==> config.mk <==
export PLATFORM = sky130hd
export DESIGN_NAME = ddr_tap_sweeper
export DESIGN_NICKNAME = d
export VERILOG_FILES = /design/src/rtl/tap_sweep_pkg.sv /design/src/rtl/tap_sweep_ctrl.sv /design/src/rtl/tap_sweep_datapath.sv /design/src/rtl/ddr_tap_sweeper.sv
export SDC_FILE = /design/constraint.sdc
export NUM_CORES = 1
export LEC_CHECK = 0
export ABC_AREA = 1
export BUFFER_PORTS_ARGS = -buffer_cell sky130_fd_sc_hd__buf_2
export CAP_MARGIN = 20
export CORE_UTILIZATION = 45
export DETAILED_ROUTE_END_ITERATION = 8
export GPL_TIMING_DRIVEN = 0
export PLACE_DENSITY = 0.75
export SLEW_MARGIN = 20
export SYNTH_ARGS = -nofsm -noshare
export SYNTH_HDL_FRONTEND = slang
export SYNTH_SLANG_ARGS = --single-unit
==> constraint.sdc <==
create_clock -name clk -period 3.9 [get_ports clk]
set_input_delay 1.17 -clock clk [delete_from_list [all_inputs] [get_ports clk]]
set_output_delay 1.17 -clock clk [all_outputs]
set_load 0.005 [all_outputs]
==> src/rtl/tap_sweep_pkg.sv <==
package tap_sweep_pkg;

  // Strobes issued by the sequencer to the datapath, at most one per cycle.
  typedef struct packed {
    logic clearAll;    // restart: tap to 0, results cleared
    logic judge;       // self-test done: grade current tap
    logic stepTap;     // advance to the next tap
    logic applyFinal;  // load the chosen tap
  } sweepStrobes_t;

  typedef enum logic [1:0] {
    ST_IDLE    = 2'd0,
    ST_TEST    = 2'd1,
    ST_RELEASE = 2'd2,
    ST_DONE    = 2'd3
  } sweepState_t;

endpackage

==> src/rtl/tap_sweep_ctrl.sv <==
module tap_sweep_ctrl
  import tap_sweep_pkg::*;
(
  input  logic          clk,
  input  logic          rstN,
  input  logic          start,
  input  logic          bistDone,
  input  logic          tapAtEnd,
  output sweepStrobes_t strb,
  output logic          bistStart,
  output logic          busy,
  output logic          done
);

  sweepState_t state, stateNext;

  always_ff @(posedge clk or negedge rstN) begin
    if (!rstN) state <= ST_IDLE;
    else       state <= stateNext;
  end

  always_comb begin
    stateNext = state;
    strb      = '0;
    unique case (state)
      ST_IDLE, ST_DONE: begin
        if (start) begin
          strb.clearAll = 1'b1;
          stateNext     = ST_TEST;
        end
      end
      ST_TEST: begin
        if (bistDone) begin
          strb.judge = 1'b1;
          stateNext  = ST_RELEASE;
        end
      end
      ST_RELEASE: begin
        if (!bistDone) begin
          if (tapAtEnd) begin
            strb.applyFinal = 1'b1;
            stateNext       = ST_DONE;
          end else begin
            strb.stepTap = 1'b1;
            stateNext    = ST_TEST;
          end
        end
      end
      default: stateNext = ST_IDLE;
    endcase
  end

  assign bistStart = (state == ST_TEST);
  assign busy      = (state == ST_TEST) || (state == ST_RELEASE);
  assign done      = (state == ST_DONE);

  // request held until the engine reports done
  assert_hold_start_R3: assert property (@(posedge clk) disable iff (!rstN)
    (bistStart && !bistDone) |=> bistStart);

  // request withdrawn the cycle after done is seen
  assert_drop_start_R3: assert property (@(posedge clk) disable iff (!rstN)
    (bistStart && bistDone) |=> !bistStart);

  // no relaunch while done is still high
  assert_wait_release_R3: assert property (@(posedge clk) disable iff (!rstN)
    (busy && !bistStart && bistDone) |=> !bistStart);

  // done persists until a new start
  assert_done_hold_R10: assert property (@(posedge clk) disable iff (!rstN)
    (done && !start) |=> done);

  // a start during a sweep does not restart it
  assert_busy_ignores_start_R10: assert property (@(posedge clk) disable iff (!rstN)
    (busy && start && !bistStart && bistDone) |=> (busy && !bistStart));

endmodule

==> src/rtl/tap_sweep_datapath.sv <==
module tap_sweep_datapath
  import tap_sweep_pkg::*;
#(
  parameter int TAP_W       = 6,
  parameter int CNT_W       = 8,
  parameter int MARK_W      = 32,
  parameter int DEFAULT_TAP = 8,
  parameter logic [MARK_W-1:0] MARKER = 32'hAA55AA55
) (
  input  logic                 clk,
  input  logic                 rstN,
  input  sweepStrobes_t        strb,
  input  logic [2*CNT_W:0]     bistStatus,
  input  logic [CNT_W:1]       runCfg,
  output logic [TAP_W-1:0]     appliedTap,
  output logic                 tapAtEnd,
  output logic [TAP_W:0]       passCount,
  output logic [MARK_W-1:0]    firstPass,
  output logic [TAP_W-1:0]     lastPass
);

  localparam int PASS_LSB = 1;
  localparam int FAIL_LSB = PASS_LSB + CNT_W;
  localparam int PCNT_W   = TAP_W + 1;
  localparam logic [TAP_W-1:0] TAP_MAX = {TAP_W{1'b1}};
  localparam logic [TAP_W-1:0] DEF_TAP = TAP_W'(DEFAULT_TAP);

  logic [CNT_W-1:0] passRuns, failRuns, cfgRuns;
  logic             tapGood, noPassYet;
  logic [TAP_W:0]   windowSum;
  logic [TAP_W-1:0] centreTap, chosenTap;

  assign passRuns  = bistStatus[PASS_LSB +: CNT_W];
  assign failRuns  = bistStatus[FAIL_LSB +: CNT_W];
  assign cfgRuns   = runCfg;
  assign tapGood   = (failRuns == '0) && (passRuns == cfgRuns);
  assign noPassYet = (firstPass == MARKER);
  assign tapAtEnd  = (appliedTap == TAP_MAX);

  assign windowSum = {1'b0, firstPass[TAP_W-1:0]} + {1'b0, lastPass};
  assign centreTap = windowSum[TAP_W:1];
  assign chosenTap = (passCount == '0) ? DEF_TAP : centreTap;

  always_ff @(posedge clk or negedge rstN) begin
    if (!rstN) begin
      appliedTap <= '0;
      passCount  <= '0;
      firstPass  <= MARKER;
      lastPass   <= '0;
    end else begin
      if (strb.clearAll) begin
        appliedTap <= '0;
        passCount  <= '0;
        firstPass  <= MARKER;
        lastPass   <= '0;
      end
      if (strb.judge && tapGood) begin
        passCount <= passCount + PCNT_W'(1);
        lastPass  <= appliedTap;
        if (noPassYet) firstPass <= {{(MARK_W-TAP_W){1'b0}}, appliedTap};
      end
      if (strb.stepTap)    appliedTap <= appliedTap + TAP_W'(1);
      if (strb.applyFinal) appliedTap <= chosenTap;
    end
  end

  // marker stays in place until a good tap is seen
  assert_marker_R7: assert property (@(posedge clk) disable iff (!rstN)
    (passCount == '0) |-> (firstPass == MARKER));

  // window edges ordered once a good tap exists
  assert_window_order_R6: assert property (@(posedge clk) disable iff (!rstN)
    (passCount != '0) |-> (lastPass >= firstPass[TAP_W-1:0]));

  // good-tap count only holds or steps by one outside a restart
  assert_count_step_R6: assert property (@(posedge clk) disable iff (!rstN)
    !strb.clearAll |=> ((passCount == $past(passCount)) ||
                        (passCount == $past(passCount) + PCNT_W'(1))));

  // empty window yields the fallback tap
  assert_fallback_R8: assert property (@(posedge clk) disable iff (!rstN)
    (strb.applyFinal && passCount == '0) |=> (appliedTap == DEF_TAP));

  // the tap only moves forward by one during a sweep
  assert_tap_step_R1: assert property (@(posedge clk) disable iff (!rstN)
    strb.stepTap |=> (appliedTap == $past(appliedTap) + TAP_W'(1)));

endmodule

==> src/rtl/ddr_tap_sweeper.sv <==
module ddr_tap_sweeper
  import tap_sweep_pkg::*;
#(
  parameter int TAP_W       = 6,
  parameter int LANES       = 4,
  parameter int CNT_W       = 8,
  parameter int MARK_W      = 32,
  parameter int DEFAULT_TAP = 8
) (
  input  logic                   clk,
  input  logic                   rstN,
  input  logic                   start,
  input  logic [CNT_W:1]         runCfg,
  input  logic [2*CNT_W:0]       bistStatus,
  output logic                   bistStart,
  output logic [LANES*TAP_W-1:0] laneTap,
  output logic [TAP_W-1:0]       finalTap,
  output logic                   busy,
  output logic                   done,
  output logic [TAP_W:0]         passCount,
  output logic [MARK_W-1:0]      firstPass,
  output logic [TAP_W-1:0]       lastPass
);

  sweepStrobes_t    strb;
  logic             tapAtEnd;
  logic [TAP_W-1:0] appliedTap;

  tap_sweep_ctrl ctrl (
    .clk       (clk),
    .rstN      (rstN),
    .start     (start),
    .bistDone  (bistStatus[0]),
    .tapAtEnd  (tapAtEnd),
    .strb      (strb),
    .bistStart (bistStart),
    .busy      (busy),
    .done      (done)
  );

  tap_sweep_datapath #(
    .TAP_W       (TAP_W),
    .CNT_W       (CNT_W),
    .MARK_W      (MARK_W),
    .DEFAULT_TAP (DEFAULT_TAP)
  ) dpath (
    .clk        (clk),
    .rstN       (rstN),
    .strb       (strb),
    .bistStatus (bistStatus),
    .runCfg     (runCfg),
    .appliedTap (appliedTap),
    .tapAtEnd   (tapAtEnd),
    .passCount  (passCount),
    .firstPass  (firstPass),
    .lastPass   (lastPass)
  );

  // one shared tap fanned out to every lane
  for (genvar ln = 0; ln < LANES; ln++) begin : g_lane
    assign laneTap[ln*TAP_W +: TAP_W] = appliedTap;
  end

  assign finalTap = appliedTap;

endmodule

-- Word-level counts from Yosys, hierarchy flattened
Index checks and enable logic that the tools add are counted.
- output and inout port bits: 78
- bits in registers: 53
- logic and storage cells: 50
- bits of input ports: 28
- reduce and logical (&&, ||, !) cells: 10
- $add $sub $neg: 3
- mux-type cells: 23
- eq/ne operators: 9
- operators with widths (operator ; count):
    $mux 32 ; 3
    $eq 32x32->1 const B ; 1
    $mux 6 ; 5
    $mux 7 ; 2
    $mux 2 ; 6
    $eq 8x8->1 ; 1
    $logic_not 8->1 ; 1
    $add 6x6->7 ; 1
    $add 7x1->7 const B ; 1
    $logic_not 7->1 ; 1
    $add 6x1->6 const B ; 1
    $eq 6x6->1 const B ; 1
    $mux 1 ; 6
    $ne 2x2->1 const B ; 3
    $pmux 2 s3 ; 1
    $eq 2x2->1 const B ; 2
    $reduce_and 3->1 ; 1
    $reduce_bool 3->1 ; 1
    $eq 2x1->1 const B ; 1
    $logic_and 1x1->1 ; 2
    $logic_not 2->1 ; 1
    $reduce_bool 2->1 ; 1
    $reduce_or 2->1 ; 1
    $logic_or 1x1->1 ; 1

-- Logic depth before layout (Yosys ltp)
- word-level depth: 6
- depth in mapped cells: 13
- gate-level depth less buffers: 12

-- By module
Synthesis repeated with hierarchy kept, for this count alone.
- cells, all modules: 467
- area total of the unflattened synthesis: 3403.3 um2
- modules (own cells, without submodules) (module ; sequential area each (um2) ; cells an instance ; area an instance (um2) ; instances):
    tap_sweep_datapath ; 1296.2 ; 408 ; 2996.6 ; 1
    tap_sweep_ctrl ; 50.0 ; 35 ; 226.5 ; 1
    ddr_tap_sweeper ; 0.0 ; 24 ; 180.2 ; 1

-- Worst setup path before layout
No wires, ideal clock.
- path kind: input-to-reg
- start: in bistStatus[16]
- end: reg dpath.lastPass[0]
- library setup time: 118 ps
- setup slack: 1724 ps
- cell stages on the path: 9
- data arrival time: 2058 ps
- required time: 3782 ps
- buffers on the path: 1
- cell sequence: nor2_1 nand2_1 nor2_1 nand2_1 nor2_4 nand2_4 buf_2 nand3_1 nand2_1
- word-level cells in the longest chain between the ends: 4
- elaborated cells between the ends (all ways): 5
- classes of those cells: mux (1); reduce/logical (4)
- RTL lines (element ; line ; text):
    start: declaration ; ddr_tap_sweeper.sv:14 ; input logic [2*CNT_W:0] bistStatus,
    $logic_not 8->1 (*) ; tap_sweep_datapath.sv:36 ; assign tapGood = (failRuns == '0) && (passRuns == cfgRuns);
    $logic_and 1x1->1 (*) ; tap_sweep_datapath.sv:36 ;
    $logic_and 1x1->1 (*) ; tap_sweep_datapath.sv:57 ; if (strb.judge && tapGood) begin
    $mux 6 / $reduce_bool 2->1 (equally long branches) ; n/a ;
    end signal: assignment ; tap_sweep_datapath.sv:59 ; lastPass <= appliedTap;
    end: declaration ; tap_sweep_datapath.sv:19 ; output logic [TAP_W-1:0] lastPass
Every way passes the cells marked *; elsewhere a longest branch is shown, timed or not.
A chain may end at the register's enable or synchronous reset.

-- Worst setup path in the final report
- start: reg ctrl.state[0]
- end: out busy
- word-level cells in the longest chain between the ends: 2
- elaborated cells between the ends (all ways): 3
- classes of those cells: eq/ne (2); reduce/logical (1)
- RTL lines (element ; line ; text):
    start: declaration ; tap_sweep_ctrl.sv:15 ; sweepState_t state, stateNext;
    start signal: assignment ; tap_sweep_ctrl.sv:19 ; else state <= stateNext;
    $eq 2x1->1 / $eq 2x2->1 (equally long branches) ; tap_sweep_ctrl.sv:54 ; assign busy = (state == ST_TEST) || (state == ST_RELEASE);
    $logic_or 1x1->1 (*) ; tap_sweep_ctrl.sv:54 ;
    end: declaration ; ddr_tap_sweeper.sv:18 ; output logic busy,
Marks and branches as above.

==> results_dict.tcl <==
set metrics [dict create \
    drc 0 \
    synth_cell_type_count 31 \
    synthArstFlopShare 1.000 \
    grt-ovfl-total 0 \
    vias_per_cell 4.747 \
    track_usage 0.2064 \
    fin_crit_ps 2478 \
    clock-root-buffer "clkbuf_8" \
    hold_viol 0 \
    initial_core_util 0.4748 \
    grt_max_degree 54 \
    hold_class "flip-flop to flip-flop" \
    drv_slew 0 \
    period_share 0.6354 \
    port_buffers 105 \
    gp_congestion 0.8889 \
    via_count 3147 \
    wl_per_cell_um 11.41 \
    syn-num-nets 495 \
    grt_pass1_vias 2772 \
    worstSkewPairLatency_ps 310 \
    vdd_drop_max_uv 236.4 \
    synth_area_leader_cell "dfrtp_1" \
    n_antenna_cell 0 \
    drive_gt1_frac 0.2981 \
    synth_ff_type "dfrtp_1" \
    area_delta_synth_final_pct 23.00 \
    drtIter0Drc 73 \
    ys_ff_latch 53 \
    first_pass_iters 4 \
    fillers 676 \
    setup_viol 0 \
    cts_sinks 53 \
    cts_buffers 5 \
    layout.cells.non_filler 663 \
    core.rowCount 30 \
    num_io_pins 106 \
    antenna_left 0 \
    worstPathArrival_ps 1310 \
    rsz0062_at_grt "false" \
    multiInputGateArea_sq_mm 0.001519 \
    pre_cts_ws_ps 1374 \
    dp_hpwl_um 5836 \
    routed_wl_um 7567 \
    synth_seq_area_share 0.4083 \
    die_h_um 87.60 \
    crit_fanout 4 \
    ys_warn_count 0 \
    total_power_uw 1387 \
    crit_type "flip-flop to output pin" \
    status "complete, no violations" \
    fmax_mhz 403.5 \
    endpoint_kind "output pin" \
    clk_pin_slew_ps 90 \
    post_cts_buffers 0 \
    setup_slack_ps 1422 \
    grt_antenna_before_repair 0 \
    clockBufferDepth 2 \
    synth_edf_count 0 \
    power.density_mw_per_mm2 342.0 \
    crit_path_start_kind "flip-flop" \
    fin_skew_ps 8.146 \
    syn_avg_cell_area_sq_um 7.262 \
    max_slew_margin 0.5650 \
    required_ps 2730 \
    fin_nets 607 \
    yosys-top-cells-area "dfrtp_1 28%, nand2_1 15%, dfstp_2 13%" \
    netlist.area_leader.share 0.2808 \
    core_area_sq_mm 0.006944 \
    htree_levels 2 \
    syn_inst 454 \
    worst_pin_slew_ps 652.5 \
    cts_tree "built" \
    die_w_um 87.60 \
    die_area_sq_mm 0.007673 \
    maxCapViolCount 0 \
    ff_latch_area_sq_mm 0.001346 \
    setup_tns_ps 0 \
    cts_hold_buffers 0 \
    syn_area_sq_mm 0.003297 \
    leakage_uw 0.002523 \
    place_inst 655 \
    grt_pass1_wl_um 12410 \
    cts.repair.resized 0 \
]
layout make-up:
type | instances | share of cell area
plain buffers | 31 | 0.05461
clock buffers | 6 | 0.02314
clock inverters | 2 | 0.004011
inverters | 56 | 0.05184
multi-input cells | 314 | 0.3746
flip-flops and latches | 53 | 0.3320
well taps | 96 | 0.02962
repair buffers | 105 | 0.1302
final timing paths:
check / from / end / slack, ps / depth (start not counted)
setup / recovery: ctrl.state[0] / busy / 1420 / 4
hold / removal: dpath.firstPass[13] / dpath.firstPass[13] / 520 / 2
setup reg to reg: ctrl.state[0] / dpath.firstPass[28] / 1880 / 7
hold reg to reg: dpath.firstPass[13] / dpath.firstPass[13] / 520 / 2
max in group asynchronous: rstN / ctrl.state[0] / 2580 / 1
min in group asynchronous: rstN / dpath.firstPass[21] / 880 / 1
stage by stage:
step / utilization / hold WS [ps] / instance area [sq um]
global placement: 0.5677 / 507.6 / 3943
global route: 0.5840 / 549.6 / 4055
CTS: 0.5840 / 526.8 / 4055
floorplan: - / 506.9 / 3297
detailed placement: 0.5681 / 512.9 / 3945
finish: 0.5840 / 523.3 / 4055
sequential cells by signal (all words and copies together) (netlist names):
name              cells
dpath.passCount       7
dpath.appliedTap      6
dpath.lastPass        6
ctrl.state            2
dpath.firstPass      32
logic make-up after synthesis:
family,count (synthesis),synth area share
xor+xnor,12,0.03188
simple gates,276,0.3545
compound gates,12,0.01973
mux,1,0.003036
buf+inv,87,0.1309
fa+ha+maj,13,0.05161
flops,53,0.4083
placed cells by master (no fill, tap or decap):
cell type | Yosys | final
a21oi_1 | 5 | 5
and3_1 | 1 | 1
buf_1 | 1 | 1
buf_2 | 3 | 107
buf_4 | 25 | 26
buf_6 | 1 | 1
clkbuf_1 | 1 | 1
clkbuf_16 | 0 | 1
clkbuf_8 | 0 | 5
clkinv_4 | 0 | 1
clkinvlp_4 | 0 | 1
dfrtp_1 | 37 | 37
dfstp_2 | 16 | 16
fa_1 | 1 | 1
ha_1 | 12 | 12
inv_1 | 55 | 55
inv_2 | 1 | 1
mux2i_1 | 1 | 1
nand2_1 | 131 | 131
nand2_2 | 1 | 1
nand2_4 | 1 | 1
nand3_1 | 34 | 34
nand3b_1 | 2 | 2
nand4_1 | 12 | 12
nor2_1 | 82 | 82
nor2_4 | 2 | 2
nor3_1 | 1 | 1
nor3b_1 | 1 | 1
o211ai_1 | 1 | 1
o21ai_0 | 5 | 5
o21bai_1 | 1 | 1
or2_0 | 2 | 2
or2_2 | 6 | 6
xnor2_1 | 4 | 4
xor2_1 | 8 | 8
Yosys cell counts, types with 2 or more instances:
library cell	instances
ha_1	12
dfstp_2	16
xor2_1	8
or2_2	6
nand3_1	34
buf_2	3
xnor2_1	4
nand2_1	131
nand3b_1	2
dfrtp_1	37
nor2_1	82
nor2_4	2
buf_4	25
inv_1	55
nand4_1	12
a21oi_1	5
or2_0	2
o21ai_0	5
where the power goes:
part / leakage [uW] / internal [uW] / total [uW] / switching, uW
Combinational: 0.00179 / 187 / 415 / 229
Sequential: 0.000679 / 571 / 622 / 50.5
Clock: 0.0000525 / 167 / 350 / 184
critical path, cell delays in order, from the launching register on:
cell     delay [ps]
dfrtp_1         410
inv_1            80
ha_1            310
inv_1            90
buf_2           120
per-layer routing:
metal,global-route usage,up-vias,part of all wire
met5,0,-,0
met4,0.05663,0,0.010
met3,0.02922,5,0.042
li1,-,1598,-
met2,0.3771,84,0.51
met1,0.2543,1460,0.44
No activity file was read; power rests on OpenSTA's default activity.
